<file path="src/rtl/sq_pkg.sv">
package sq_pkg;
  localparam int VAL_W  = 12;
  localparam int WORD_W = 16;
  localparam int LVL_W  = 4;
  localparam int PACK_SHIFT = 4;

  typedef struct packed {
    logic             err;
    logic [VAL_W-1:0] val;
  } sq_entry_t;

  // Build a stored entry from a raw sample using the settings active at push time
  function automatic sq_entry_t make_entry(input logic [VAL_W-1:0] v, input logic e,
                                           input logic pack, input logic tag);
    sq_entry_t r;
    r.val = pack ? (v >> PACK_SHIFT) : v;
    r.err = tag & e;
    return r;
  endfunction

  // Read word layout: error at bit 15, value in the low bits
  function automatic logic [WORD_W-1:0] fmt_word(input sq_entry_t x);
    logic [WORD_W-1:0] w;
    w = '0;
    w[VAL_W-1:0] = x.val;
    w[WORD_W-1]  = x.err;
    return w;
  endfunction

  function automatic logic at_thresh(input logic [LVL_W-1:0] lvl, input logic [LVL_W-1:0] th);
    return lvl >= th;
  endfunction
endpackage

</file>
<file path="src/rtl/sq_store.sv">
module sq_store #(
  parameter int DEPTH = 4,
  localparam int AW    = (DEPTH > 1) ? $clog2(DEPTH) : 1,
  localparam int CNT_W = $clog2(DEPTH + 1)
) (
  input  logic                clk,
  input  logic                rst_n,
  input  logic                wr_en,
  input  sq_pkg::sq_entry_t   wr_data,
  input  logic                rd_en,
  output sq_pkg::sq_entry_t   rd_data,
  output logic [CNT_W-1:0]    count
);
  sq_pkg::sq_entry_t mem [DEPTH];
  logic [AW-1:0] wp, rp;

  function automatic logic [AW-1:0] nxt(input logic [AW-1:0] p);
    return (p == AW'(DEPTH - 1)) ? '0 : p + 1'b1;
  endfunction

  for (genvar i = 0; i < DEPTH; i++) begin : g_slot
    always_ff @(posedge clk or negedge rst_n) begin
      if (!rst_n)                          mem[i] <= '0;
      else if (wr_en && wp == AW'(i))      mem[i] <= wr_data;
    end
  end

  always_ff @(posedge clk or negedge rst_n) begin
    if (!rst_n) begin
      wp <= '0;
      rp <= '0;
      count <= '0;
    end else begin
      if (wr_en) wp <= nxt(wp);
      if (rd_en) rp <= nxt(rp);
      case ({wr_en, rd_en})
        2'b10:   count <= count + 1'b1;
        2'b01:   count <= count - 1'b1;
        default: count <= count;
      endcase
    end
  end

  assign rd_data = mem[rp];
endmodule

</file>
<file path="src/rtl/sq_sticky.sv">
module sq_sticky (
  input  logic clk,
  input  logic rst_n,
  input  logic set_i,
  input  logic clr_i,
  output logic q_o
);
  always_ff @(posedge clk or negedge rst_n) begin
    if (!rst_n)     q_o <= 1'b0;
    else if (set_i) q_o <= 1'b1;
    else if (clr_i) q_o <= 1'b0;
  end
endmodule

</file>
<file path="src/rtl/sq_irq.sv">
module sq_irq (
  input  logic [sq_pkg::LVL_W-1:0] level_i,
  input  logic [sq_pkg::LVL_W-1:0] thresh_i,
  input  logic                     dma_en_i,
  input  logic                     ie_i,
  input  logic                     force_i,
  output logic                     dma_req_o,
  output logic                     raw_o,
  output logic                     irq_o
);
  logic hit;
  assign hit       = sq_pkg::at_thresh(level_i, thresh_i);
  assign raw_o     = hit;
  assign dma_req_o = hit & dma_en_i;
  assign irq_o     = (hit & ie_i) | force_i;
endmodule

</file>
<file path="src/rtl/sample_queue.sv">
module sample_queue #(
  parameter int DEPTH = 4,
  localparam int CNT_W = $clog2(DEPTH + 1)
) (
  input  logic        clk,
  input  logic        rst_n,
  input  logic        push_i,
  input  logic [11:0] push_data_i,
  input  logic        push_err_i,
  input  logic        pop_i,
  output logic [15:0] pop_data_o,
  input  logic        cfg_store_en_i,
  input  logic        cfg_tag_err_i,
  input  logic        cfg_pack_i,
  input  logic        cfg_dma_en_i,
  input  logic [3:0]  cfg_thresh_i,
  input  logic        ovf_clr_i,
  input  logic        unf_clr_i,
  input  logic        irq_en_i,
  input  logic        irq_force_i,
  output logic [3:0]  level_o,
  output logic        full_o,
  output logic        empty_o,
  output logic        ovf_o,
  output logic        unf_o,
  output logic        dma_req_o,
  output logic        irq_raw_o,
  output logic        irq_o
);
  import sq_pkg::*;

  logic [CNT_W-1:0] count;
  sq_entry_t        in_entry, head;

  // Named internal events, brought out for the checker
  logic push_ok, ovf_evt, pop_ok, unf_evt;

  assign full_o   = (count == CNT_W'(DEPTH));
  assign empty_o  = (count == '0);
  assign push_ok  = push_i & cfg_store_en_i & ~full_o;
  assign ovf_evt  = push_i & cfg_store_en_i & full_o;
  assign pop_ok   = pop_i & ~empty_o;
  assign unf_evt  = pop_i & empty_o;
  assign in_entry = make_entry(push_data_i, push_err_i, cfg_pack_i, cfg_tag_err_i);

  sq_store #(.DEPTH(DEPTH)) u_store (
    .clk(clk), .rst_n(rst_n),
    .wr_en(push_ok), .wr_data(in_entry),
    .rd_en(pop_ok), .rd_data(head), .count(count)
  );

  assign level_o    = LVL_W'(count);
  assign pop_data_o = empty_o ? '0 : fmt_word(head);

  sq_sticky u_ovf (.clk(clk), .rst_n(rst_n), .set_i(ovf_evt), .clr_i(ovf_clr_i), .q_o(ovf_o));
  sq_sticky u_unf (.clk(clk), .rst_n(rst_n), .set_i(unf_evt), .clr_i(unf_clr_i), .q_o(unf_o));

  sq_irq u_irq (
    .level_i(level_o), .thresh_i(cfg_thresh_i), .dma_en_i(cfg_dma_en_i),
    .ie_i(irq_en_i), .force_i(irq_force_i),
    .dma_req_o(dma_req_o), .raw_o(irq_raw_o), .irq_o(irq_o)
  );
endmodule

</file>
<file path="config.mk">
export PLATFORM = sky130hd
export DESIGN_NAME = sample_queue
export DESIGN_NICKNAME = d
export VERILOG_FILES = /design/src/rtl/sq_pkg.sv /design/src/rtl/sq_store.sv /design/src/rtl/sq_sticky.sv /design/src/rtl/sq_irq.sv /design/src/rtl/sample_queue.sv
export SDC_FILE = /design/constraint.sdc
export NUM_CORES = 1
export LEC_CHECK = 0
export BUFFER_PORTS_ARGS = -buffer_cell sky130_fd_sc_hd__buf_2
export CORE_MARGIN = 2
export CORE_UTILIZATION = 39
export CTS_BUF_LIST = sky130_fd_sc_hd__clkbuf_8
export CTS_CLUSTER_SIZE = 20
export DETAILED_ROUTE_END_ITERATION = 12
export GPL_ROUTABILITY_DRIVEN = 0
export GPL_TIMING_DRIVEN = 0
export SLEW_MARGIN = 15
export SYNTH_ARGS = -nofsm -noshare
export SYNTH_HDL_FRONTEND = slang
export SYNTH_SLANG_ARGS = --single-unit
</file>
<file path="constraint.sdc">
create_clock -name clk -period 3.46 [get_ports clk]
set_input_delay 1.038 -clock clk [delete_from_list [all_inputs] [get_ports clk]]
set_output_delay 1.038 -clock clk [all_outputs]
set_load 0.02 [all_outputs]
</file>
==> results of run 1 <==
kinds of logic (layout without fill, tap and decap cells):
group                    count (synthesis)  count (layout)  share of synthesized area
flip-flops                              61              61                      0.463
AO/OA/AOI/OAI                            6               6                     0.0110
XOR/XNOR                                 3               3                    0.00797
other                                    1               4                    0.00114
adder cells (fa/ha/maj)                 10              10                     0.0402
buffers and inverters                   25              92                     0.0429
multiplexers                            76              76                      0.350
AND/OR/NAND/NOR                         37              37                     0.0843
worst min path at each step:
stage / start / endpoint / slack (ps) / cells past startpoint
after floorplan: u_store.mem[17] / u_store.mem[17] / 480 / 1
after global placement: u_store.mem[2] / u_store.mem[2] / 490 / 1
after detailed placement: u_store.mem[7] / u_store.mem[7] / 490 / 1
after CTS: rst_n / u_store.mem[10] / 480 / 1
after global routing: rst_n / u_store.mem[32] / 470 / 1
final: rst_n / u_store.mem[32] / 500 / 1
sequential cells by signal, indices dropped and copies added (netlist names):
register,flops
u_store.count,3
u_store.rp,2
u_ovf.q_o,1
u_store.wp,2
u_unf.q_o,1
u_store.mem,52
power by group through the flow:
stage	clock [mW]	combinational (mW)	sequential [mW]
final	0.691	1.75	1.28
after global routing	0.736	1.92	1.33
after CTS	0.708	1.78	1.29
after detailed placement	0	1.78	1.29
after global placement	0	1.75	1.28
after floorplan	0	1.35	1.25
final cells by class:
type | count | area, um2
fill | 717 | 4270
clock inverter | 5 | 75.1
tap | 105 | 131
buffer | 13 | 96.3
sequential | 61 | 1530
clock buffer | 10 | 138
multi-input combinational | 136 | 1650
inverter | 12 | 45.0
timing repair buffer | 52 | 285
repair_timing:
item	in CTS	in global routing
endpoints found under the setup margin	9	0
endpoints found under the hold margin	0	0
gates resized for setup	1	0
layer usage:
| metal | up-vias | track usage |
|---|---|---|
| li1 | 906 | - |
| met1 | 985 | 0.222 |
| met2 | 34 | 0.247 |
| met3 | 5 | 0.0540 |
| met4 | 0 | 0.0393 |
| met5 | - | 0 |
Yosys cell counts (all sizes together), types with 2 or more instances:
library cell,number,area (um2)
nand2,3,11.3
nor2,4,15.0
nor3b,5,93.8
inv,12,45.0
buf,11,88.8
clkbuf,2,7.51
mux2,63,860
xor2,2,17.5
ha,9,113
mux4,13,293
o21ai,4,20.0
dfrtp,61,1530
nor3,2,10.0
nor2b,18,113
==> impl_metrics.json, run 1 <==
{
  "outcome": "finished clean",
  "drive_above_1_share": 0.554,
  "path_class": "reg2out",
  "reg2reg_from": "u_store.count[1]",
  "vias": 1930,
  "die_width_um": 95.9,
  "stdcell_count": 394,
  "cts_tree": "yes",
  "final_core_util": 0.480,
  "wl_met1_um": 3130,
  "grt-ovfl-total": 0,
  "grt_usage": 0.161,
  "yosys_register_bits": 61,
  "fin_crit_sh": 0.939,
  "io_pins": 56,
  "clk_pin_slew_ps": 70,
  "cts_setup_buffers": 0,
  "async_flop_share": 1.00,
  "leakage_nw": 1.86,
  "p_sw_mw": 1.28,
  "grt_max_degree": 60,
  "max_freq_ghz": 0.308,
  "numCtsBuffers": 9,
  "cp_top_family": "buffers and inverters",
  "start_util": 0.401,
  "drv_slew": 0,
  "layout_min_cycle_time_ps": 3250,
  "peakVddDrop_mv": 0.336,
  "final.setup.tns_ps": 0,
  "synth_area_um2": 3300,
  "internal_power_mw": 2.44,
  "top_layer": "met4",
  "finalSetupViolCount": 0,
  "drc": 0,
  "rsz0062_at_grt": "no",
  "antenna_cells": 0,
  "final_common_cell": "dfrtp_1",
  "p_per_area_nw_per_um2": 944,
  "placement_rows": 33,
  "pwr-share-comb": 0.471,
  "wl_met3_um": 216,
  "whs_ps": 495,
  "core_area_um2": 8220,
  "io_buffers": 51,
  "crit_end": "pop_data_o[8]",
  "die_area_um2": 9210,
  "crit_chain": "buf_2 -> buf_2 -> mux4_2 -> nor2b_1 -> buf_2",
  "cp_num_cells": 5,
  "ys_types": 28,
  "setup_ws_ps": 209,
  "timing.slew.headroom": 0.540,
  "dp_hpwl_um": 4500,
  "worstPathMaxFanout": 10,
  "hold_buffers": 0,
  "crit_top_cell": "buf_2",
  "nets": 324,
  "firstDrtPassIters": 6,
  "power_mw": 3.72,
  "area_growth_pct": 19.6,
  "worstHoldPathType": "in2async",
  "critPathMaxStageDelay_ps": 560,
  "hold_viol_final": 0,
  "syn_area_per_cell_um2": 15.1,
  "postRouteAntennaNets": 0,
  "ys_seq_area_frac": 0.463,
  "syn_inst": 219,
  "drtIter0Drc": 54,
  "tightest_slew_ps": 690,
  "antenna_found_initial": 0,
  "clock_skew_ps": 7.40,
  "root_buffer": "clkbuf_8",
  "clockBufferDepth": 2,
  "insertion_delay_ps": 330,
  "grt_pass1_wl_um": 10700,
  "stdcell_area_um2": 3940,
  "maxCapViolCount": 0,
  "htreeDepth": 3,
  "wl_met2_um": 3190,
  "final_cell_mix": "dfrtp_1, buf_2, mux2_4",
  "grt_pass1_vias": 1980,
  "clkPwrFrac": 0.186,
  "wl_um": 6560,
  "crit_buf_inv": 3,
  "reg2regPathDepth": 9,
  "place_inst": 379,
  "seqPwrFrac": 0.344,
  "placed_area_um2": 3720,
  "end_kind": "output port",
  "avgViaCountPerCell": 4.90,
  "critPathLaunchType": "flip-flop",
  "crit_slowest_cell": "mux4_2",
  "reg2reg_to": "u_store.count[2]",
  "clkSinkCount": 61,
  "wl_per_cell_um": 16.6,
  "reg2reg_slack_ps": 1090,
  "yosysWarningCount": 0,
  "crit_arrival_ps": 2210,
  "cp-startpoint": "u_store.rp[0]",
  "die_h_um": 95.9,
  "place_ws_ps": 218,
  "synthFlopType": "dfrtp_1",
  "synth-edff-count": 0,
  "switching_share": 0.343,
  "cp.required_ps": 2420
}
(Power assumes the default switching activity.)
==> inputs of run 2 (changes only) <==
--- a/config.mk
+++ b/config.mk
@@ -5,7 +5,9 @@
 export SDC_FILE = /design/constraint.sdc
 export NUM_CORES = 1
 export LEC_CHECK = 0
+export ABC_AREA = 1
 export BUFFER_PORTS_ARGS = -buffer_cell sky130_fd_sc_hd__buf_2
+export CAP_MARGIN = 10
 export CORE_MARGIN = 2
 export CORE_UTILIZATION = 39
 export CTS_BUF_LIST = sky130_fd_sc_hd__clkbuf_8
==> run 2 against run 1 <==
Effect of this change:
- clock power fell by 6.8%
- sequential share of layout area is 1.1 points higher
- via count is 42% higher
- global-route usage up 4.3 points
- synthesized area down 2.8%
- first-iteration DRC count rose to 2.6 times the previous value
- total power fell by 2.7%
- fmax is 7.6% higher
- critical endpoint is now irq_o
- clock-buffer cell count unchanged
- combinational power about the same
- largest power group unchanged
- critical path type is now in2out
- routed wire length grew 26%
==> impl_metrics.json, run 2 <==
{
  "outcome": "finished clean",
  "grt_max_degree": 54,
  "max_freq_ghz": 0.331,
  "insertion_delay_ps": 340,
  "vias": 2734,
  "yosys_register_bits": 61,
  "synth_compound_area_frac": 0.192,
  "reg2reg_from": "u_store.count[1]",
  "peakVddDrop_mv": 0.404,
  "tightest_slew_ps": 682,
  "drv_slew": 0,
  "synth_area_um2": 3200,
  "start_util": 0.396,
  "clock_skew_ps": 9.85,
  "core_area_um2": 8090,
  "nets": 477,
  "cts_setup_buffers": 0,
  "reg2regPathDepth": 10,
  "grt_pass1_wl_um": 13600,
  "antenna_cells": 0,
  "grt_usage": 0.204,
  "synth_top_family_by_area": "simple AND/OR/NAND/NOR gates",
  "synthMostInstantiatedCell": "nand2_1",
  "hold_buffers": 0,
  "post_cts_resize_count": 0,
  "synthFlopType": "dfrtp_1",
  "async_flop_share": 1.00,
  "critPathLaunchType": "primary input",
  "yosysWarningCount": 0,
  "drive_above_1_share": 0.282,
  "reg2reg_to": "u_store.count[2]",
  "final.setup.tns_ps": 0,
  "worstHoldPathType": "reg2reg",
  "clkSinkCount": 61,
  "rsz0062_at_grt": "no",
  "die_h_um": 94.6,
  "final_cell_mix": "nand2_1, dfrtp_1, nor2_1",
  "die_area_um2": 8950,
  "holdCritStartpoint": "u_store.mem[6]",
  "ys_seq_area_frac": 0.477,
  "die_width_um": 94.6,
  "placement_rows": 33,
  "cp-startpoint": "cfg_thresh_i[1]",
  "finalSetupViolCount": 0,
  "maxCapViolCount": 0,
  "leakage_nw": 1.90,
  "reg_top3": "u_store.mem (52), u_store.count (3)",
  "layout_min_cycle_time_ps": 3020,
  "clk_pin_slew_ps": 70,
  "drc": 0,
  "final_common_cell": "nand2_1",
  "synth_top_area_cell": "dfrtp_1",
  "path_class": "in2out",
  "synth-edff-count": 0,
  "power_mw": 3.62,
  "synthMuxAreaShare": 0,
  "worstPathMaxFanout": 3,
  "yosysTopAreaCellShare": 0.477,
  "synth_area_leaders": "dfrtp_1, nand2_1, nor2_1",
  "area_growth_pct": 19.6,
  "cp.required_ps": 2420,
  "synth_simple_gate_area_frac": 0.203,
  "largest_register_ff_count": 52,
  "synthAdderAreaFrac": 0.0414,
  "syn_inst": 372,
  "synth_common_cells": "nand2_1, dfrtp_1, nor2_1",
  "grt_pass1_vias": 2630,
  "end_kind": "output port",
  "hold_depth": 2,
  "p_per_area_nw_per_um2": 946,
  "cts_tree": "yes",
  "fin_crit_sh": 0.873,
  "htreeDepth": 3,
  "ys_types": 24,
  "dp_hpwl_um": 5690,
  "syn_area_per_cell_um2": 8.61,
  "firstDrtPassIters": 4,
  "final_core_util": 0.473,
  "timing.slew.headroom": 0.541,
  "synth_xor_area_frac": 0.00547,
  "postRouteAntennaNets": 0,
  "grt-ovfl-total": 0,
  "numCtsBuffers": 9,
  "io_buffers": 51,
  "hold_viol_final": 0,
  "crit_arrival_ps": 1980,
  "largest_register": "u_store.mem",
  "wl_per_cell_um": 15.1,
  "hold_path_end": "u_store.mem[6]",
  "root_buffer": "clkbuf_8",
  "reg2reg_slack_ps": 1430,
  "drtIter0Drc": 138,
  "clockBufferDepth": 2,
  "io_pins": 56,
  "wl_um": 8290,
  "avgViaCountPerCell": 4.99,
  "antenna_found_initial": 0
}
==> run 2: logic make-up after synthesis <==
logic type | count (synthesis)
other | 1
AND/OR/NAND/NOR | 148
flip-flops | 61
buffers and inverters | 44
AO/OA/AOI/OAI | 106
XOR/XNOR | 2
adder cells (fa/ha/maj) | 10
==> run 2: metal layers <==
layer / up-vias / global-route usage / share of wire
met4: 0 / 0.0870 / 0.018
met2: 76 / 0.335 / 0.48
met3: 12 / 0.0287 / 0.053
met5: - / 0 / 0
met1: 1299 / 0.270 / 0.45
li1: 1347 / - / -
==> run 2: layout make-up <==
class                           instances  area [um2]
Fill cell                             867        4260
Sequential cell                        61        1530
Multi-Input combinational cell        270        1430
Timing Repair Buffer                   52         285
Buffer                                 21         173
Clock buffer                           10         138
Tap cell                              105         131
Inverter                               23        86.3
Clock inverter                          6        61.3
==> run 2: how the worst max path moves through the flow <==
| stage | endpoint | slack [ps] | depth (start not counted) |
|---|---|---|---|
| after detailed placement | irq_o | 420 | 10 |
| final | irq_o | 440 | 10 |
| after global routing | irq_o | 280 | 10 |
| after floorplan | irq_o | 460 | 8 |
| after CTS | irq_o | 420 | 10 |
| after global placement | irq_o | 470 | 10 |
==> run 2: stage by stage <==
| stage | setup WS, ps | hold slack (ps) | cell area (um2) | instances |
|---|---|---|---|---|
| floorplan | 461 | 450 | 3210 | 375 |
| global placement | 469 | 459 | 3600 | 531 |
| detailed placement | 424 | 462 | 3630 | 532 |
| CTS | 422 | 480 | 3830 | 548 |
| global route | 277 | 499 | 3830 | 548 |
| finish | 438 | 479 | 3830 | 548 |
==> run 2: critical path: stages <==
cell and delay [ps]:
buf_2 80, inv_1 30, ha_1 300, nand2_1 70, nand2_1 50, nand2_1 50, nand3_1 100, nand2_1 80
nand2_1 40, buf_2 150
==> run 2: power by group <==
part	internal (mW)	switching (mW)	leakage, nW
combinational	0.642	1.12	1.03
clock	0.351	0.293	0.102
sequential	1.04	0.182	0.773
total	2.03	1.59	1.90
==> inputs of run 3 (changes only) <==
--- a/config.mk
+++ b/config.mk
@@ -9,12 +9,13 @@
 export BUFFER_PORTS_ARGS = -buffer_cell sky130_fd_sc_hd__buf_2
 export CAP_MARGIN = 10
 export CORE_MARGIN = 2
-export CORE_UTILIZATION = 39
+export CORE_UTILIZATION = 58
 export CTS_BUF_LIST = sky130_fd_sc_hd__clkbuf_8
 export CTS_CLUSTER_SIZE = 20
 export DETAILED_ROUTE_END_ITERATION = 12
 export GPL_ROUTABILITY_DRIVEN = 0
 export GPL_TIMING_DRIVEN = 0
+export PLACE_DENSITY = 0.82
 export SLEW_MARGIN = 15
 export SYNTH_ARGS = -nofsm -noshare
 export SYNTH_HDL_FRONTEND = slang
==> constraint.sdc (replaced) <==
create_clock -name clk -period 3.4 [get_ports clk]
set_input_delay 1.02 -clock clk [delete_from_list [all_inputs] [get_ports clk]]
set_output_delay 1.02 -clock clk [all_outputs]
set_load 0.02 [all_outputs]
==> run 3 against run 2 <==
Effect of this change:
- register-to-register slack got worse by 120 ps
- clock power is 13% lower
- cell count is 6.2% lower
- critical endpoint unchanged
- largest cell class unchanged
==> impl_metrics.json, run 3 (same netlist as run 2, synthesis figures left out) <==
{
  "maxCapViolCount": 0,
  "stdcell_area_um2": 3730,
  "power_mw": 3.59,
  "core_area_um2": 5410,
  "die_area_um2": 6130,
  "worstPathMaxFanout": 3,
  "grt-ovfl-total": 0,
  "worstHoldPathType": "reg2reg",
  "grt_pass1_vias": 2595,
  "wl_met2_um": 3610,
  "io_buffers": 51,
  "cp.required_ps": 2380,
  "insertion_delay_ps": 340,
  "critPathLaunchType": "primary input",
  "die_h_um": 78.3,
  "crit_arrival_ps": 1960,
  "placed_area_um2": 3560,
  "htreeDepth": 3,
  "clock_skew_ps": 5.23,
  "drv_slew": 0,
  "cts_setup_buffers": 0,
  "antenna_cells": 0,
  "drc": 0,
  "end_kind": "output port",
  "final.setup.tns_ps": 0,
  "whs_ps": 477,
  "postRouteAntennaNets": 0,
  "placement_rows": 27,
  "rsz0062_at_grt": "no",
  "clockBufferDepth": 2,
  "top_layer": "met4",
  "crit_chain": "buf_2 -> inv_1 -> ha_1 -> inv_1 -> nor2_1 -> nand2_1 -> nand3_1 -> nand2_1 -> nand2_1 -> buf_2",
  "start_util": 0.593,
  "crit_slowest_cell": "ha_1",
  "final_core_util": 0.691,
  "stdcell_count": 514,
  "crit_top_cell": "nand2_1",
  "area_growth_pct": 16.6,
  "drtIter0Drc": 294,
  "drive_above_1_share": 0.271,
  "vias": 2715,
  "firstDrtPassIters": 5,
  "grt_max_degree": 62,
  "finalSetupViolCount": 0,
  "max_freq_ghz": 0.335,
  "clkSinkCount": 61,
  "hold_viol_final": 0,
  "avgViaCountPerCell": 5.28,
  "cts_tree": "yes",
  "dp_hpwl_um": 5140,
  "root_buffer": "clkbuf_8",
  "outcome": "finished clean",
  "largest_register": "u_store.mem",
  "wl_met1_um": 3250,
  "largest_register_ff_count": 52,
  "nets": 476,
  "final_cell_mix": "nand2_1, dfrtp_1, nor2_1",
  "hold_buffers": 0,
  "io_pins": 56,
  "fin_crit_sh": 0.878,
  "reg_top3": "u_store.mem (52), u_store.count (3)",
  "peakVddDrop_mv": 0.621,
  "path_class": "in2out",
  "place_ws_ps": 411,
  "layout_min_cycle_time_ps": 2980,
  "wl_um": 7600,
  "final_common_cell": "nand2_1",
  "place_inst": 498,
  "grt_pass1_wl_um": 12800,
  "die_width_um": 78.3,
  "grt_usage": 0.275,
  "tightest_slew_ps": 761,
  "post_cts_resize_count": 0,
  "timing.slew.headroom": 0.493,
  "clk_pin_slew_ps": 60,
  "wl_per_cell_um": 14.8,
  "antenna_found_initial": 0,
  "setup_ws_ps": 416,
  "wl_met3_um": 595,
  "critPathMaxStageDelay_ps": 280,
  "p_per_area_nw_per_um2": 962,
  "leakage_nw": 1.89,
  "numCtsBuffers": 9
}
==> run 3: cell types whose count changed in the layout (fill, tap and decap cells not counted), sizes merged <==
cell      change
buf           -1
bufinv        -1
clkbuf        +1
clkinv        -2
clkinvlp      -1
inv           +3
==> run 3: worst paths after layout <==
| check | startpoint | to | depth (start not counted) | slack [ps] |
|---|---|---|---|---|
| setup / recovery | cfg_thresh_i[2] | irq_o | 10 | 420 |
| setup reg to reg | u_store.count[1] | u_store.count[2] | 10 | 1310 |
| max in group asynchronous | rst_n | u_store.mem[22] | 1 | 2140 |
| hold reg to reg | u_store.mem[3] | u_store.mem[3] | 2 | 480 |
| min in group asynchronous | rst_n | u_store.mem[5] | 1 | 750 |
| hold / removal | u_store.mem[3] | u_store.mem[3] | 2 | 480 |
==> run 3: cell type report <==
cell class	instances	area (um2)
fillers	458	1670
well taps	72	90.1
repair buffers	51	258
multi-input cells	270	1430
flip-flops and latches	61	1530
clock inverters	5	20.0
inverters	23	86.3
clock buffers	11	151
plain buffers	21	173
==> run 3: worst max-delay path: cells and delay by family <==
family,cells,cell delay (ps)
buf+inv,4,310
simple gates,5,360
fa+ha+maj,1,280
==> run 3: layer usage <==
metal,GRT usage,vias to the layer above
met4,0.0807,0
li1,-,1334
met2,0.439,110
met3,0.0724,16
met5,0,-
met1,0.373,1255
==> run 3: power by group <==
| group | internal (mW) | switching (mW) |
|---|---|---|
| Sequential | 1.06 | 0.188 |
| Combinational | 0.650 | 1.13 |
| Clock | 0.293 | 0.270 |
| Total | 2.00 | 1.59 |
